`src/rtl/wck_rate_detect.sv`:
```
module wck_rate_detect #(
  parameter int unsigned CNT_W     = 10,
  parameter int unsigned MUL_THR   = 48,
  parameter int unsigned FAM_THR   = 260,
  parameter int unsigned STALL_LIM = 1024
) (
  input  logic       ref_clk,
  input  logic       rst_n,
  input  logic       wck,
  output logic       fam_48,
  output logic [1:0] rate_mult,
  output logic       valid
);

  localparam int unsigned GAP_W = $clog2(STALL_LIM + 1);
  localparam logic [CNT_W-1:0] CNT_MAX = '1;
  localparam logic [GAP_W-1:0] GAP_LIM = GAP_W'(STALL_LIM);

  logic             s1, s2, sd;
  logic             rise, fall, stall, meas, armed, have_prev;
  logic [CNT_W-1:0] cnt;
  logic [GAP_W-1:0] gap;
  logic [31:0]      cw;
  logic [1:0]       m_code;
  logic             f_code;

  always_ff @(posedge ref_clk) begin
    if (!rst_n) {s1, s2, sd} <= '0;
    else        {s1, s2, sd} <= {wck, s1, s2};
  end

  assign rise  = s2 & ~sd;
  assign fall  = ~s2 & sd;
  assign stall = (gap == GAP_LIM);
  assign meas  = rise & armed & ~stall;

  always_ff @(posedge ref_clk) begin
    if (!rst_n || s2)      cnt <= '0;
    else if (cnt != CNT_MAX) cnt <= cnt + 1'b1;
  end

  always_ff @(posedge ref_clk) begin
    if (!rst_n || rise || fall) gap <= '0;
    else if (!stall)            gap <= gap + 1'b1;
  end

  always_ff @(posedge ref_clk) begin
    if (!rst_n || stall) armed <= 1'b0;
    else if (fall)       armed <= 1'b1;
  end

  assign cw = 32'(cnt);

  always_comb begin
    if (cw >= 4 * MUL_THR) begin
      m_code = 2'b00; f_code = (cw < FAM_THR);
    end else if (cw >= 2 * MUL_THR) begin
      m_code = 2'b01; f_code = (cw < FAM_THR / 2);
    end else if (cw >= MUL_THR) begin
      m_code = 2'b10; f_code = (cw < FAM_THR / 4);
    end else begin
      m_code = 2'b11; f_code = (cw < FAM_THR / 8);
    end
  end

  always_ff @(posedge ref_clk) begin
    if (!rst_n) begin
      fam_48 <= 1'b0; rate_mult <= 2'b00; valid <= 1'b0; have_prev <= 1'b0;
    end else if (stall) begin
      valid <= 1'b0; have_prev <= 1'b0;
    end else if (meas) begin
      valid     <= have_prev && ({f_code, m_code} == {fam_48, rate_mult});
      fam_48    <= f_code;
      rate_mult <= m_code;
      have_prev <= 1'b1;
    end
  end

  AST_CNT_CLEAR: assert property (@(posedge ref_clk) disable iff (!rst_n)
    s2 |=> (cnt == '0));
  AST_NO_WRAP: assert property (@(posedge ref_clk) disable iff (!rst_n)
    (cnt == CNT_MAX && !s2) |=> (cnt == CNT_MAX));
  AST_HOLD_CODE: assert property (@(posedge ref_clk) disable iff (!rst_n)
    !meas |=> $stable({fam_48, rate_mult}));
  AST_VALID_ON_MEAS: assert property (@(posedge ref_clk) disable iff (!rst_n)
    $rose(valid) |-> $past(meas));
  AST_STALL_DROP: assert property (@(posedge ref_clk) disable iff (!rst_n)
    stall |=> !valid);
  AST_ARM_FIRST: assert property (@(posedge ref_clk) disable iff (!rst_n)
    (rise && !armed) |=> $stable({fam_48, rate_mult, valid}));

endmodule

```
`config.mk`:
```
export PLATFORM = sky130hd
export DESIGN_NAME = wck_rate_detect
export DESIGN_NICKNAME = d
export VERILOG_FILES = /design/src/rtl/wck_rate_detect.sv
export SDC_FILE = /design/constraint.sdc
export NUM_CORES = 1
export LEC_CHECK = 0
export BUFFER_PORTS_ARGS = -buffer_cell sky130_fd_sc_hd__buf_2
export CORE_MARGIN = 4
export CORE_UTILIZATION = 47
export CTS_BUF_LIST = sky130_fd_sc_hd__clkbuf_8 sky130_fd_sc_hd__clkbuf_16
export CTS_CLUSTER_DIAMETER = 100
export CTS_CLUSTER_SIZE = 30
export DETAILED_ROUTE_END_ITERATION = 10
export HOLD_SLACK_MARGIN = 0.15
export PLACE_DENSITY_LB_ADDON = 0.08
export SYNTH_ARGS = -nofsm -noshare
export SYNTH_HDL_FRONTEND = slang
export SYNTH_SLANG_ARGS = --single-unit
export TNS_END_PERCENT = 5
```
`constraint.sdc`:
```
create_clock -name ref_clk -period 2.1 [get_ports ref_clk]
set_clock_uncertainty 0.1 [all_clocks]
set_input_delay 0.105 -clock ref_clk [delete_from_list [all_inputs] [get_ports ref_clk]]
set_output_delay 0.105 -clock ref_clk [all_outputs]
set_load 0.02 [all_outputs]
```
==> metrics.txt, run 1 <==
DIE AREA=~4300 µm²; CP Max Fanout=12; Final Cell Area=~1700 µm²; chip width=65.7 µm; port bufs=6; Setup CP Type=flop to flop; crit path DAT=around 2000 ps; FMAX=523 MHz; CTS tree=yes; setup_tns=0 ps; number of global-route vias before repair=around 1000; status=complete, no violations; Synth Register Bits=30; ranking of synthesized cells by area=dfxtp_1 38%, nor2_1 6.0%, xnor2_1 4.5%; Setup Fix Bufs, Post-CTS=0; worst path required time=roughly 2200 ps; Slew HR=0.718; Clk Latency, worst-skew pair=about 270 ps; Starting Density=0.500; synth warn=0; Iter 0 DRT Violations=58; Post-synth EDFFs=0; GP Congestion=between 0.7 and 0.8; first-pass GRT wire length=roughly 4700 µm; Non-Filler Instances=around 230; number of placement rows=20; P_leak=0.000686 µW; Die Height=65.7 µm; # setup viols final=0; Detailed Routing Iterations Pass 1=4; number of nets with antenna violations after routing=0; post-synthesis mux area share=0.0392; post-placement cell count=approximately 220; worst slew pin tran=approximately 420 ps; clk slew on worst S/H paths=about 60 ps; Total GRT Usage=0.140; pwr/cell area=~650 nW/µm²; DR WL/cell=roughly 11 µm; largest family of logic cells by synthesized area=simple AND/OR/NAND/NOR gates; Remaining DRCs=0; Placement Cell Area=1590 µm²; H-Tree Depth=2; syn avg cell area=about 9 µm²; Vias/cell=5.15; adder-cell share of the synthesized area=0.0400; Synth Flop Type=dfxtp_1; Hold WC Path Type=flop to flop; Post-synth top cells=30 x dfxtp_1, 25 x nor2_1, 12 x nand2_1; layout net count=approximately 190; clock sinks=30; Final min period=~1900 ps; fill count=between 200 and 300; Mapped Nets=180; unrepaired setup endpoints after global routing=false; Seq/Total Area, Yosys=0.384; P&R area growth vs syn=9.61%; GRT overflow=0; Synth Area in Compound Gates=0.0841; fraction of registers with async set/reset=0; post-synth cell types=42; layout cells sized above 1=0.154; post-CTS sizing=0; core area=roughly 3100 µm²; max-slew violation count=0; Total Power=roughly 1100 µW; Critical Path End Type=flop; Root Driver=clkbuf_8; Max VDD drop=0.000484 V; Clock Tree Buf Depth=2; xor/xnor share of the synthesized area=0.0897; largest net degree at the start of global routing=14; Final HPWL DP=between 1500 and 2000 µm; initial antenna violation count=0; detailed-route via count=roughly 1200; antenna cells=0; Max-Cap Viols=0; final cycle utilization of the critical path=0.910; hold_ws=338 ps; Synth Cell Area=1560 µm²; count leader, synth=dfxtp_1; type of origin of the critical path=flop; post-synth top area share=0.384; Mapped Cells=between 150 and 200; Total Routed Length=~2600 µm; Synth area leader=dfxtp_1; Final Hold Fails=0; simple-gate share of the synthesized area=0.300; I/O pin total=7; clock buffer count from CTS=5
cell type report:
cell class                 instances  area [µm²]  share of cell area
clock buffer                       6        82.6              0.0482
clock inverter                     2        8.76             0.00511
inverter                           7        26.3              0.0153
multi-input combinational        126         865               0.505
sequential                        30         601               0.351
tap                               44        55.1              0.0321
timing repair buffer              11        75.1              0.0438
layout by cell type (no fill, tap or decap), types with 2 or more instances in the layout:
cell | netlist | final
buf_2 | 3 | 6
nor2b_1 | 4 | 4
buf_4 | 1 | 2
clkbuf_8 | 0 | 6
inv_1 | 7 | 8
nand4_1 | 3 | 3
and2_1 | 3 | 3
dfxtp_1 | 30 | 30
nor3_1 | 4 | 4
nand2_1 | 12 | 12
nand3_1 | 9 | 9
or3_1 | 3 | 3
nor2_1 | 25 | 25
xor2_1 | 8 | 8
nor4_2 | 3 | 3
and3_1 | 5 | 5
dlygate4sd3_1 | 0 | 3
mux2i_1 | 5 | 5
a21oi_1 | 7 | 7
nand2b_1 | 2 | 2
ha_1 | 5 | 5
xnor2_1 | 8 | 8
sequential cells by signal (all words and copies together) (netlist names):
name / count
rate_mult: 2
s1: 1
gap: 11
s2: 1
armed: 1
have_prev: 1
sd: 1
valid: 1
fam_48: 1
cnt: 10
final timing paths:
| kind | startpoint | end | slack [ps] | cells after the start |
|---|---|---|---|---|
| worst min-delay path | s1 | s2 | 340 | 1 |
| worst max register to register | cnt[6] | valid | 190 | 5 |
| worst max-delay path | cnt[6] | valid | 190 | 5 |
| worst min register to register | s1 | s2 | 340 | 1 |
metrics by stage:
step / util / setup slack (ps)
detailed placement: 0.509 / 222
finish: 0.548 / 189
CTS: 0.548 / 198
global placement: 0.509 / 277
global route: 0.548 / 45.1
floorplan: - / 456
power by group:
part / internal, µW / switching (µW)
logic: 30.0 / 35.9
clock network: 259 / 203
registers: 582 / 12.4
total: 871 / 251
what timing repair did:
item	CTS	global route
endpoints found under the hold margin	12	0
hold buffers	3	0
endpoints found under the setup margin	0	0
kinds of logic after synthesis:
logic type               after synthesis
AND/OR/NAND/NOR                       84
multiplexers                           6
flip-flops                            30
XOR/XNOR                              16
AO/OA/AOI/OAI                         15
adder cells (fa/ha/maj)                5
buffers and inverters                 16
critical path, cell delays in order (launching register included):
cell	delay, ps
dfxtp_1	580
and2b_1	230
o31a_1	290
nor4_2	310
nor2b_1	190
o32ai_1	90
metal layers:
layer / up-vias / GRT usage / part of all wire
met1: 538 / 0.189 / 0.50
met2: 20 / 0.199 / 0.43
met3: 5 / 0.0513 / 0.048
li1: 600 / - / -
met5: - / 0 / 0
met4: 0 / 0.0544 / 0.013
No activity file was read; power rests on OpenSTA's default activity.
==> run 2: changes to the inputs <==
--- a/config.mk
+++ b/config.mk
@@ -14,6 +14,7 @@
 export DETAILED_ROUTE_END_ITERATION = 10
 export HOLD_SLACK_MARGIN = 0.15
 export PLACE_DENSITY_LB_ADDON = 0.08
+export SETUP_SLACK_MARGIN = 0.2
 export SYNTH_ARGS = -nofsm -noshare
 export SYNTH_HDL_FRONTEND = slang
 export SYNTH_SLANG_ARGS = --single-unit
==> run 2 against run 1 <==
  * Global-route usage unchanged
  * Largest cell class unchanged
  * Critical path type unchanged
  * Highest routed layer unchanged
  * Final cell count stayed put
  * Maximum frequency is 5.9% higher
  * Final area rose by 0.37%
  * Routed wire length increased by 0.78%
==> metrics.txt, run 2 (same netlist as run 1, synthesis figures left out) <==
post-placement cell count=between 200 and 250; worst stage delay on the critical path=between 500 and 600 ps; max-slew violation count=0; number of nets with antenna violations after routing=0; R2R setup slack=between 200 and 300 ps; crit path DAT=about 1900 ps; Slew HR=0.724; Vias/cell=5.11; Iter 0 DRT Violations=53; delay-heaviest family, CP=flip-flops; hold_ws=about 340 ps; Core Util, Final=0.550; Clk Latency, worst-skew pair=270 ps; setup_tns=0 ps; clock sinks=30; Critical Path End Type=flop; Reg area=around 600 µm²; Detailed Routing Iterations Pass 1=4; status=complete, no violations; DR WL/cell=11.4 µm; Total Routed Length=between 2000 and 3000 µm; fill count=between 200 and 300; worst reg-to-reg path cell count=5; worst r2r src=cnt[7]; H-Tree Depth=2; Max-Cap Viols=0; detailed-route via count=1155; commonest cells after routing, fill and taps aside=29 x dfxtp_1, 25 x nor2_1, 12 x nand2_1; most common cell after layout, fill and taps aside=dfxtp_1; clock buffer count from CTS=5; max reg flops=11; worst path required time=2180 ps; antenna cells=0; worst hold stages=1; DIE AREA=around 4300 µm²; r2r endpoint=valid; multi-input logic area=about 870 µm²; worst-path cell chain=and4bb_2 > a2111oi_4 > xnor2_1 > nand4b_1 > o32ai_1; Clock Tree Buf Depth=2; FMAX=roughly 550 MHz; number of placement rows=20; port bufs=6; Remaining DRCs=0; GP Congestion=about 0.75; # setup viols final=0; largest net degree at the start of global routing=14; hold path start=s1; Setup CP Type=flop to flop; Slowest cell on crit path=dfxtp_1; worst slew pin tran=slightly above 400 ps; Max VDD drop=0.000485 V; Non-Filler Instances=roughly 230; GRT overflow=0; Hold WC Path Type=flop to flop; pwr/cell area=between 600 and 700 nW/µm²; number of global-route vias before repair=1049; Starting Density=0.500; Final Hold Fails=0; core area=3130 µm²; layout net count=189; most flop-heavy register=gap; I/O pin total=7; P&R area growth vs syn=10.0%; layout cells sized above 1=0.165; Final min period=around 1800 ps; Total GRT Usage=0.140; P_leak=around 0.00069 µW; Final HPWL DP=between 1500 and 2000 µm; hold endpoint=s2; Final Cell Area=about 1700 µm²; Setup Fix Bufs, Post-CTS=0; CTS tree=yes; largest registers=gap: 11 flops, cnt: 10 flops, rate_mult: 2 flops; first-pass GRT wire length=4660 µm; cell count along the critical path=5; Placement Cell Area=1590 µm²; chip width=between 60 and 70 µm; final cycle utilization of the critical path=0.859; initial antenna violation count=0; unrepaired setup endpoints after global routing=true; type of origin of the critical path=flop; Worst Path Buf+Inv=0; clk slew on worst S/H paths=~60 ps; Die Height=between 60 and 70 µm; Root Driver=clkbuf_8; CP Max Fanout=13
==> run 2: metrics by stage <==
stage               setup WS [ps]  total power, µW
floorplan                     456              650
global placement              277              668
detailed placement            222              669
CTS                           249             1140
global route                  182             1170
finish                        296             1120
==> run 2: layout make-up <==
type,instances,share of cell area
Inverter,7,0.0153
Clock buffer,6,0.0480
Tap cell,44,0.0320
Multi-Input combinational cell,126,0.506
Clock inverter,2,0.00509
Sequential cell,30,0.350
Timing Repair Buffer,11,0.0437
==> run 2: routing by layer <==
layer,track usage,up-vias,wire length (µm),part of all wire
met2,0.199,14,1130,0.44
met3,0.0513,5,78,0.030
met4,0.0544,0,34,0.013
met5,0,-,0,0
li1,-,599,-,-
met1,0.189,537,1340,0.52
==> run 2: worst max-delay path by stage <==
stage                      start  endpoint  slack (ps)
after global routing      cnt[7]     valid         180
final                     cnt[7]     valid         300
after floorplan           cnt[0]    cnt[3]         460
after global placement    cnt[6]     valid         280
after CTS                 cnt[0]    cnt[3]         250
after detailed placement  cnt[6]     valid         220
==> run 2: where the power goes <==
| group | internal (µW) | switching (µW) | total, µW |
|---|---|---|---|
| Clock | 259 | 202 | 461 |
| Combinational | 30.1 | 36.2 | 66.3 |
| Sequential | 582 | 12.4 | 594 |
==> run 2: repair_timing <==
item	in CTS	in global routing
hold buffers	3	0
endpoints found under the setup margin	1	3
hold endpoints to repair	12	0
resized for setup	1	1
==> run 3: changes to the inputs <==
--- a/config.mk
+++ b/config.mk
@@ -6,8 +6,10 @@
 export NUM_CORES = 1
 export LEC_CHECK = 0
 export BUFFER_PORTS_ARGS = -buffer_cell sky130_fd_sc_hd__buf_2
+export CELL_PAD_IN_SITES_DETAIL_PLACEMENT = 1
+export CELL_PAD_IN_SITES_GLOBAL_PLACEMENT = 2
 export CORE_MARGIN = 4
-export CORE_UTILIZATION = 47
+export CORE_UTILIZATION = 38
 export CTS_BUF_LIST = sky130_fd_sc_hd__clkbuf_8 sky130_fd_sc_hd__clkbuf_16
 export CTS_CLUSTER_DIAMETER = 100
 export CTS_CLUSTER_SIZE = 30
==> run 3 against run 2 <==
  * Final cell count rose by 2.7%
  * Power up 11%
  * Final area up 2.2%
  * Non-clock buffer count rose by 1
  * Global-route usage fell by 0.63 points
  * Count of clock-buffer cells in the layout stayed put
  * Worst setup slack improved by 59 ps
  * Critical path depth unchanged
  * First-iteration DRC count increased by 26%
  * Routed wire length up 18%
  * Largest cell class unchanged
==> metrics.txt, run 3 (same netlist as run 1, synthesis figures left out) <==
number of global-route vias before repair=about 1200; most common cell after layout, fill and taps aside=dfxtp_1; Total Routed Length=around 3000 µm; Max VDD drop=just under 0.0003 V; Final Hold Fails=0; layout cells sized above 1=0.176; Comb power frac=0.049; setup_tns=0 ps; H-Tree Depth=2; antenna cells=0; detailed-route via count=about 1200; Root Driver=clkbuf_8; Critical Path End Type=flop; Die Height=between 70 and 80 µm; Slew HR=0.717; largest net degree at the start of global routing=14; CTS tree=yes; max reg flops=11; DIE AREA=5200 µm²; type of origin of the critical path=flop; first-pass GRT wire length=5430 µm; NetSw=between 200 and 300 µW; multi-input logic area=roughly 870 µm²; number of nets with antenna violations after routing=0; unrepaired setup endpoints after global routing=false; clock sinks=30; Detailed Routing Iterations Pass 1=4; Clk Latency, worst-skew pair=between 200 and 300 ps; P&R area growth vs syn=12.4%; # setup viols final=0; hold_ws=336 ps; clk slew on worst S/H paths=approximately 60 ps; clock buffer count from CTS=5; layout net count=190; Max-Cap Viols=0; chip width=approximately 72 µm; Clock Tree Buf Depth=2; final cycle utilization of the critical path=0.831; I/O pin total=7; worst path required time=2190 ps; fill count=around 480; Remaining DRCs=0; Clk pwr share=0.473; Reg area=603 µm²; DR WL/cell=~13 µm; core area=about 4000 µm²; largest registers=gap: 11 flops, cnt: 10 flops, rate_mult: 2 flops; R2R setup slack=roughly 350 ps; Int Pwr=roughly 990 µW; crit path DAT=~1800 ps; switch share=0.208; commonest cells after routing, fill and taps aside=28 x dfxtp_1, 25 x nor2_1, 12 x nand2_1; most flop-heavy register=gap; initial antenna violation count=0; number of placement rows=23; port bufs=6; Hold WC Path Type=flop to flop; Starting Density=0.391; GP Congestion=around 0.7; status=complete, no violations; Setup CP Type=flop to flop; Final min period=1750 ps; Seq pwr share=0.479; Total GRT Usage=0.133; max-slew violation count=0; Final HPWL DP=between 2000 and 2500 µm; GRT overflow=0; pwr/cell area=~710 nW/µm²; Vias/cell=5.14; worst slew pin tran=about 420 ps; P_leak=0.000699 µW; FMAX=around 570 MHz; Iter 0 DRT Violations=67; CP Max Fanout=13
-- run 3: layout make-up --
type	instances	area share
tap	50	0.0356
inverter	7	0.0150
sequential	30	0.343
clock buffer	6	0.0470
timing repair buffer	12	0.0470
clock inverter	1	0.0171
multi-input combinational	126	0.495
-- run 3: power groups by stage --
stage	sequential, µW	clock (µW)	combinational, µW
2_1_floorplan	606	0	43.9
3_3_place_gp	609	0	56.9
3_5_place_dp	610	0	57.6
4_1_cts	597	617	62.3
5_1_grt	599	637	71.2
6_report	597	590	60.6
-- run 3: what timing repair did --
item,4_1_cts,5_1_grt
endpoints found under the hold margin,12,0
setup buffers,0,0
gates resized for setup,0,3
hold buffers,3,0
endpoints found under the setup margin,0,6
-- run 3: worst paths after layout --
kind,to,cells past startpoint,startpoint
setup / recovery,valid,5,cnt[7]
hold reg to reg,s2,1,s1
setup reg to reg,valid,5,cnt[7]
hold / removal,s2,1,s1
-- run 3: per-stage QoR --
step	setup slack (ps)	total power (µW)	cells	area (µm²)	utilization
global placement	238	665	222	1610	0.402
CTS	207	1280	232	1750	0.437
detailed placement	231	668	222	1610	0.402
finish	355	1250	232	1760	0.439
floorplan	456	650	172	1560	-
global route	232	1310	232	1760	0.439
-- run 3: metal layers --
layer,wire (µm),global-route usage,part of all wire
met5,0,0,0
met1,1570,0.174,0.51
met2,1320,0.202,0.43
met4,59,0.0564,0.019
met3,107,0.0429,0.035
-- run 3: worst max-delay path, cell delays in order, from the launching register on --
cell and delay [ps]:
dfxtp_2 490, and4bb_2 300, a2111oi_4 390, xnor2_1 160
nand4b_1 110, o32ai_1 110
